<file path="src/rtl/lcdseg_pkg.sv">
package lcdseg_pkg;
   typedef enum logic [1:0] {
      LV_SEL_HI  = 2'b00,
      LV_NSEL_HI = 2'b01,
      LV_NSEL_LO = 2'b10,
      LV_SEL_LO  = 2'b11
   } lvl_e;

   function automatic lvl_e lvl_code(input logic m, input logic q, input logic blank_n);
      lvl_e r;
      if (!blank_n)      r = LV_SEL_HI;
      else if (!m && q)  r = LV_SEL_HI;
      else if (!m)       r = LV_NSEL_HI;
      else if (!q)       r = LV_NSEL_LO;
      else               r = LV_SEL_LO;
      return r;
   endfunction
endpackage

</file>
<file path="src/rtl/lcdseg_fall.sv">
module lcdseg_fall #(
   parameter int W = 2
) (
   input  logic         clk,
   input  logic         rst_n,
   input  logic [W-1:0] sig,
   output logic [W-1:0] fall
);
   logic [W-1:0] prev_q;

   always_ff @(posedge clk) begin
      if (!rst_n) prev_q <= '0;
      else        prev_q <= sig;
   end

   assign fall = prev_q & ~sig;
endmodule

</file>
<file path="src/rtl/lcdseg_fill.sv">
module lcdseg_fill #(
   parameter int COLS = 80,
   parameter int GRP  = 4,
   localparam int NGRP = COLS / GRP,
   localparam int CW   = $clog2(NGRP + 1)
) (
   input  logic            clk,
   input  logic            rst_n,
   input  logic            shift_ev,
   input  logic            latch_ev,
   input  logic            dir_rl,
   input  logic [GRP-1:0]  din,
   input  logic            en_r_i,
   input  logic            en_l_i,
   output logic            en_r_o,
   output logic            en_l_o,
   output logic            en_in,
   output logic [COLS-1:0] line_q,
   output logic            full_q,
   output logic [CW-1:0]   grp_cnt
);
   logic            take;
   logic [COLS-1:0] line_d;

   assign en_in = dir_rl ? en_l_i : en_r_i;
   assign take  = shift_ev & ~en_in & ~full_q & ~latch_ev;

   for (genvar c = 0; c < COLS; c++) begin : g_col
      localparam int LG = c / GRP;
      localparam int LB = c % GRP;
      localparam int RG = (COLS - 1 - c) / GRP;
      localparam int RB = (COLS - 1 - c) % GRP;
      logic hit;
      assign hit = dir_rl ? (grp_cnt == CW'(RG)) : (grp_cnt == CW'(LG));
      assign line_d[c] = (take && hit) ? (dir_rl ? din[RB] : din[LB]) : line_q[c];
   end

   always_ff @(posedge clk) begin
      if (!rst_n) begin
         line_q  <= '0;
         grp_cnt <= '0;
         full_q  <= 1'b0;
      end else begin
         line_q <= line_d;
         if (latch_ev) begin
            grp_cnt <= '0;
            full_q  <= 1'b0;
         end else if (take) begin
            grp_cnt <= grp_cnt + 1'b1;
            if (grp_cnt == CW'(NGRP - 1)) full_q <= 1'b1;
         end
      end
   end

   assign en_l_o = dir_rl ? 1'b1 : ~full_q;
   assign en_r_o = dir_rl ? ~full_q : 1'b1;
endmodule

</file>
<file path="src/rtl/lcdseg_outstage.sv">
module lcdseg_outstage
   import lcdseg_pkg::*;
#(
   parameter int COLS = 80
) (
   input  logic              clk,
   input  logic              rst_n,
   input  logic              latch_ev,
   input  logic [COLS-1:0]   line_q,
   input  logic              ac_m,
   input  logic              blank_n,
   output logic [COLS-1:0]   latch_q,
   output logic [2*COLS-1:0] lvl
);
   always_ff @(posedge clk) begin
      if (!rst_n)        latch_q <= '0;
      else if (latch_ev) latch_q <= line_q;
   end

   for (genvar c = 0; c < COLS; c++) begin : g_lvl
      assign lvl[2*c +: 2] = lvl_code(ac_m, latch_q[c], blank_n);
   end
endmodule

</file>
<file path="src/rtl/lcdseg_drv.sv">
module lcdseg_drv #(
   parameter int COLS = 80,
   parameter int GRP  = 4,
   localparam int NGRP = COLS / GRP,
   localparam int CW   = $clog2(NGRP + 1)
) (
   input  logic              clk,
   input  logic              rst_n,
   input  logic              shift_clk,
   input  logic              latch_stb,
   input  logic              dir_rl,
   input  logic [GRP-1:0]    din,
   input  logic              ac_m,
   input  logic              blank_n,
   input  logic              en_r_i,
   input  logic              en_l_i,
   output logic              en_r_o,
   output logic              en_l_o,
   output logic [2*COLS-1:0] lvl
);
   if (GRP < 1 || COLS < GRP) begin : g_bad_size
      $error("lcdseg_drv: GRP must be at least 1 and no larger than COLS");
   end
   if (COLS % GRP != 0) begin : g_bad_div
      $error("lcdseg_drv: COLS must be a multiple of GRP");
   end

   logic [1:0]      fall;
   logic            shift_ev, latch_ev, en_in, full_q;
   logic [COLS-1:0] line_q, latch_q;
   logic [CW-1:0]   grp_cnt;

   lcdseg_fall #(.W(2)) u_fall (
      .clk(clk), .rst_n(rst_n), .sig({latch_stb, shift_clk}), .fall(fall)
   );
   assign shift_ev = fall[0];
   assign latch_ev = fall[1];

   lcdseg_fill #(.COLS(COLS), .GRP(GRP)) u_fill (
      .clk(clk), .rst_n(rst_n), .shift_ev(shift_ev), .latch_ev(latch_ev),
      .dir_rl(dir_rl), .din(din), .en_r_i(en_r_i), .en_l_i(en_l_i),
      .en_r_o(en_r_o), .en_l_o(en_l_o), .en_in(en_in), .line_q(line_q),
      .full_q(full_q), .grp_cnt(grp_cnt)
   );

   lcdseg_outstage #(.COLS(COLS)) u_out (
      .clk(clk), .rst_n(rst_n), .latch_ev(latch_ev), .line_q(line_q),
      .ac_m(ac_m), .blank_n(blank_n), .latch_q(latch_q), .lvl(lvl)
   );
endmodule

</file>
<file path="config.mk">
export PLATFORM = sky130hd
export DESIGN_NAME = lcdseg_drv
export DESIGN_NICKNAME = d
export VERILOG_FILES = /design/src/rtl/lcdseg_pkg.sv /design/src/rtl/lcdseg_fall.sv /design/src/rtl/lcdseg_fill.sv /design/src/rtl/lcdseg_outstage.sv /design/src/rtl/lcdseg_drv.sv
export SDC_FILE = /design/constraint.sdc
export NUM_CORES = 1
export LEC_CHECK = 0
export BUFFER_PORTS_ARGS = -buffer_cell sky130_fd_sc_hd__buf_4
export CORE_MARGIN = 2
export CORE_UTILIZATION = 54
export CTS_CLUSTER_SIZE = 20
export DETAILED_ROUTE_END_ITERATION = 10
export MAX_ROUTING_LAYER = met4
export PLACE_DENSITY = 0.86
export SYNTH_ARGS = -nofsm -noshare
export SYNTH_HDL_FRONTEND = slang
export SYNTH_HIERARCHICAL = 1
export SYNTH_SLANG_ARGS = --single-unit
</file>
<file path="constraint.sdc">
create_clock -name clk -period 3.2 [get_ports clk]
set_clock_uncertainty 0.2 [all_clocks]
set_input_delay 0.32 -clock clk [delete_from_list [all_inputs] [get_ports clk]]
set_output_delay 0.32 -clock clk [all_outputs]
set_load 0.01 [all_outputs]
</file>
==> run_results.csv <==
group,metric,value,unit
power_and_ir_drop,power_density,470,nW/um^2
critical_path,worst_setup_startpoint,"latch_stb",
place,post-place-ws,650,ps
clocking,clk_tree_root_cell,"sky130_fd_sc_hd__clkbuf_16",
timing,report.final.hold_viol_count,0,
synthesis,area_of_the_mapped_netlist,8670,sq um
floorplanning,core,15800,sq um
hold_path,holdPathEnd,"u_fill/grp_cnt[2]",
synthesis,synthCells,897,
layout,antenna-diode-count,0,
clocking,tritoncts_num_sinks,168,
floorplanning,start_util,0.550,
synthesis,number_of_warning_messages_in_the_yosys_log,6,
layout,finish.net_count,986,
place,post_detail_place_hpwl,11000,um
critical_path,regToRegSetupSlack,900,ps
clocking,tritoncts_clock_tree,"yes",
synthesis,syn_avg_cell_area,9.67,sq um
floorplanning,fp.dieArea,17100,sq um
floorplanning,rows,46,
routing,first_iter_violations,379,
routing,first_pass_iters,4,
place,gp_congestion,0.864,
routing,viasPerCell,4.90,
power_and_ir_drop,vdd_drop_max,0.000370,V
routing,final_antenna_net_count,0,
grt,grt_start_max_net_pins,81,
critical_path,endpoint_of_the_worst_register_to_register_path,"u_fill/line_q[77]",
routing,vias,5847,
clocking,cts_bufs_inserted,17,
power_and_ir_drop,sequential_power_share,0.447,
layout,post-route-cell-area,9980,sq um
critical_path,timing.critical_path.arrival,2650,ps
layout,area_delta_synth_final,15.1,%
power_and_ir_drop,comb_power_share,0.109,
floorplanning,fp.dieW,131,um
place,post_dp_cell_area,9360,sq um
outcome,outcome,"finished, final reports clean",
timing,rsz0062_at_grt,"false",
clocking,cts.reportedPaths.clkPinSlew,60,ps
routing,drt_wl_total,17200,um
critical_path,critical_path.max_stage_delay,530,ps
grt,antenna_found_initial,0,
synthesis,synthDistinctLibCells,32,
routing,detail_route.drc_violations,0,
power_and_ir_drop,switching_share,0.227,
critical_path,criticalPathCategory,"input port to register",
hold_path,min_from,"en_r_i",
critical_path,cp-end-kind,"register",
timing,tightest_slew,685,ps
synthesis,synth_sequential_area_ratio,0.388,
grt,grt_overflow,0,
power_and_ir_drop,p_switching,1.07,mW
synthesis,synthesis.nets,917,
hold_path,worstHoldPathType,"input port to register",
timing,final_setup_violation_count,0,
power_and_ir_drop,power_report.internal_total,3.63,mW
timing,timing.fmax,0.391,GHz
synthesis,number_of_flip_flops_and_latches_in_the_synthesized_netlist,168,
floorplanning,die_y,131,um
critical_path,r2r-start,"u_fall/prev_q[1]",
job,cap_violations,0,
timing,timing.setup.tns,0,ps
critical_path,critical_path.slowest_cell,"sky130_fd_sc_hd__dlygate4sd3_1",
clocking,cts_max_path_buffers,2,
clocking,latest_clock_arrival_within_the_worst_skew_pair,420,ps
timing,post-route-min-period,2560,ps
clocking,htree_num_levels,4,
timing,fin_crit_sh,0.800,
grt,grt_use_total,0.208,
place,numPortBuffers,174,
routing,wl_per_cell,14.4,um
layout,layout-drive-gt1-share,0.229,
timing,relSlewSlack,0.543,
timing,maxSlewViolCount,0,
hold_path,worstHoldPathCells,5,
power_and_ir_drop,leakage,4.15,nW
grt,grt_pass1_wl,27300,um
power_and_ir_drop,proportion_of_power_drawn_by_the_clock_network,0.443,
critical_path,depth_of_the_worst_register_to_register_path,5,
clocking,post_cts_resized,0,
floorplanning,design.portCount,175,
critical_path,critPathRequiredTime,3290,ps
grt,number_of_global_route_vias_before_repair,5411,
critical_path,crit_fanout,9,
critical_path,critPathLaunchType,"input port",
timing,final_critical_path_setup_slack,640,ps
critical_path,worstPathCellList,"dlygate4sd3_1 > buf_4 > and2b_4 > or3b_2 > nor4_4 > nand2_1 > mux2i_1",
## how the worst max path moves through the flow
stage / end / slack, ps
after floorplan: lvl[101] / 390
after global placement: u_fill/line_q[78] / 690
after detailed placement: u_fill/line_q[77] / 650
after CTS: u_fill/line_q[77] / 680
after global routing: u_fill/line_q[8] / 550
final: u_fill/line_q[77] / 640
## logic make-up after synthesis
| logic type | Yosys count | share of synthesized area |
|---|---|---|
| adder cells (fa/ha/maj) | 7 | 0.0101 |
| flip-flops | 168 | 0.388 |
| AO/OA/AOI/OAI | 10 | 0.00621 |
| AND/OR/NAND/NOR | 312 | 0.193 |
| XOR/XNOR | 82 | 0.0828 |
| multiplexers | 174 | 0.201 |
| buffers and inverters | 144 | 0.119 |
## final cells by class
class	instances	area, sq um
Clock buffer	23	478
Clock inverter	8	120
Fill cell	1315	5790
Inverter	5	18.8
Multi-Input combinational cell	585	4280
Sequential cell	168	3360
Tap cell	216	270
Timing Repair Buffer	189	1450
## sequential cells by signal, indices dropped and copies added (netlist names)
signal and cells:
u_fill/line_q 80, u_out/latch_q 80, u_fill/grp_cnt 5, u_fall/prev_q 2, u_fill/full_q 1
## routing by layer
metal  GRT usage  wire length [um]  vias up
li1            -                 -     2928
met1       0.275              7990     2718
met2       0.326              8020      189
met3      0.0448              1050       12
met4      0.0538               143        0
met5           -                 0        -
## power by group through the flow
stage	clock, mW	sequential, mW	combinational, mW
floorplan	0	2.14	0.392
global placement	0	2.15	0.510
detailed placement	0	2.15	0.514
CTS	2.11	2.10	0.519
global route	2.20	2.10	0.554
finish	2.08	2.10	0.513
## cell usage after synthesis (all sizes together)
cell / instances / share of area
mux2i: 170 / 0.20
dfxtp: 168 / 0.39
nand2: 111 / 0.048
buf: 98 / 0.099
and2: 86 / 0.062
nor2b: 82 / 0.059
xnor2: 81 / 0.082
clkbuf: 41 / 0.018
nand3: 9 / 0.0052
nor2: 9 / 0.0039
ha: 7 / 0.010
o21ai: 7 / 0.0040
nand2b: 6 / 0.0043
inv: 5 / 0.0022
mux2: 4 / 0.0052
and4: 2 / 0.0020
a211oi: 1 / 0.00087
a21oi: 1 / 0.00058
a31oi: 1 / 0.00072
and2b: 1 / 0.0010
and3: 1 / 0.00072
nor3: 1 / 0.00058
nor3b: 1 / 0.00087
nor4: 1 / 0.0025
nor4bb: 1 / 0.0012
or3b: 1 / 0.0010
xor2: 1 / 0.0010
## worst max-delay path, delay by kind of cell
kind          cells  cell delay, ps
simple gates      4            1500
buf+inv           2             640
mux               1             200
## repair_timing
action                                  4_1_cts  5_1_grt
buffers inserted                              0        0
hold buffers                                  2        0
hold endpoints to repair                      2        0
endpoints found under the setup margin        0        0
## cell usage in the layout (no fill, tap or decap), drive strengths merged, types with 2 or more instances in the layout
cell         count
o21ai            7
nand3            9
ha               7
clkinv           3
nor2b           82
nand2b           6
dfxtp          168
dlygate4sd3      2
xnor2           81
bufinv           3
inv              5
buf            187
mux2             4
nor2             9
and2            86
nand2          111
clkinvlp         2
mux2i          170
clkbuf          23
and4             2
## metrics by stage
step                      hold slack [ps]  power (mW)  instances  utilization
final                                 247        4.69       1194        0.633
after global routing                  264        4.86       1194        0.633
after global placement                245        2.66       1161        0.594
after floorplan                       234        2.54        897            -
after detailed placement              249        2.66       1161        0.594
after CTS                             207        4.73       1194        0.633
(Power assumes the default switching activity.)
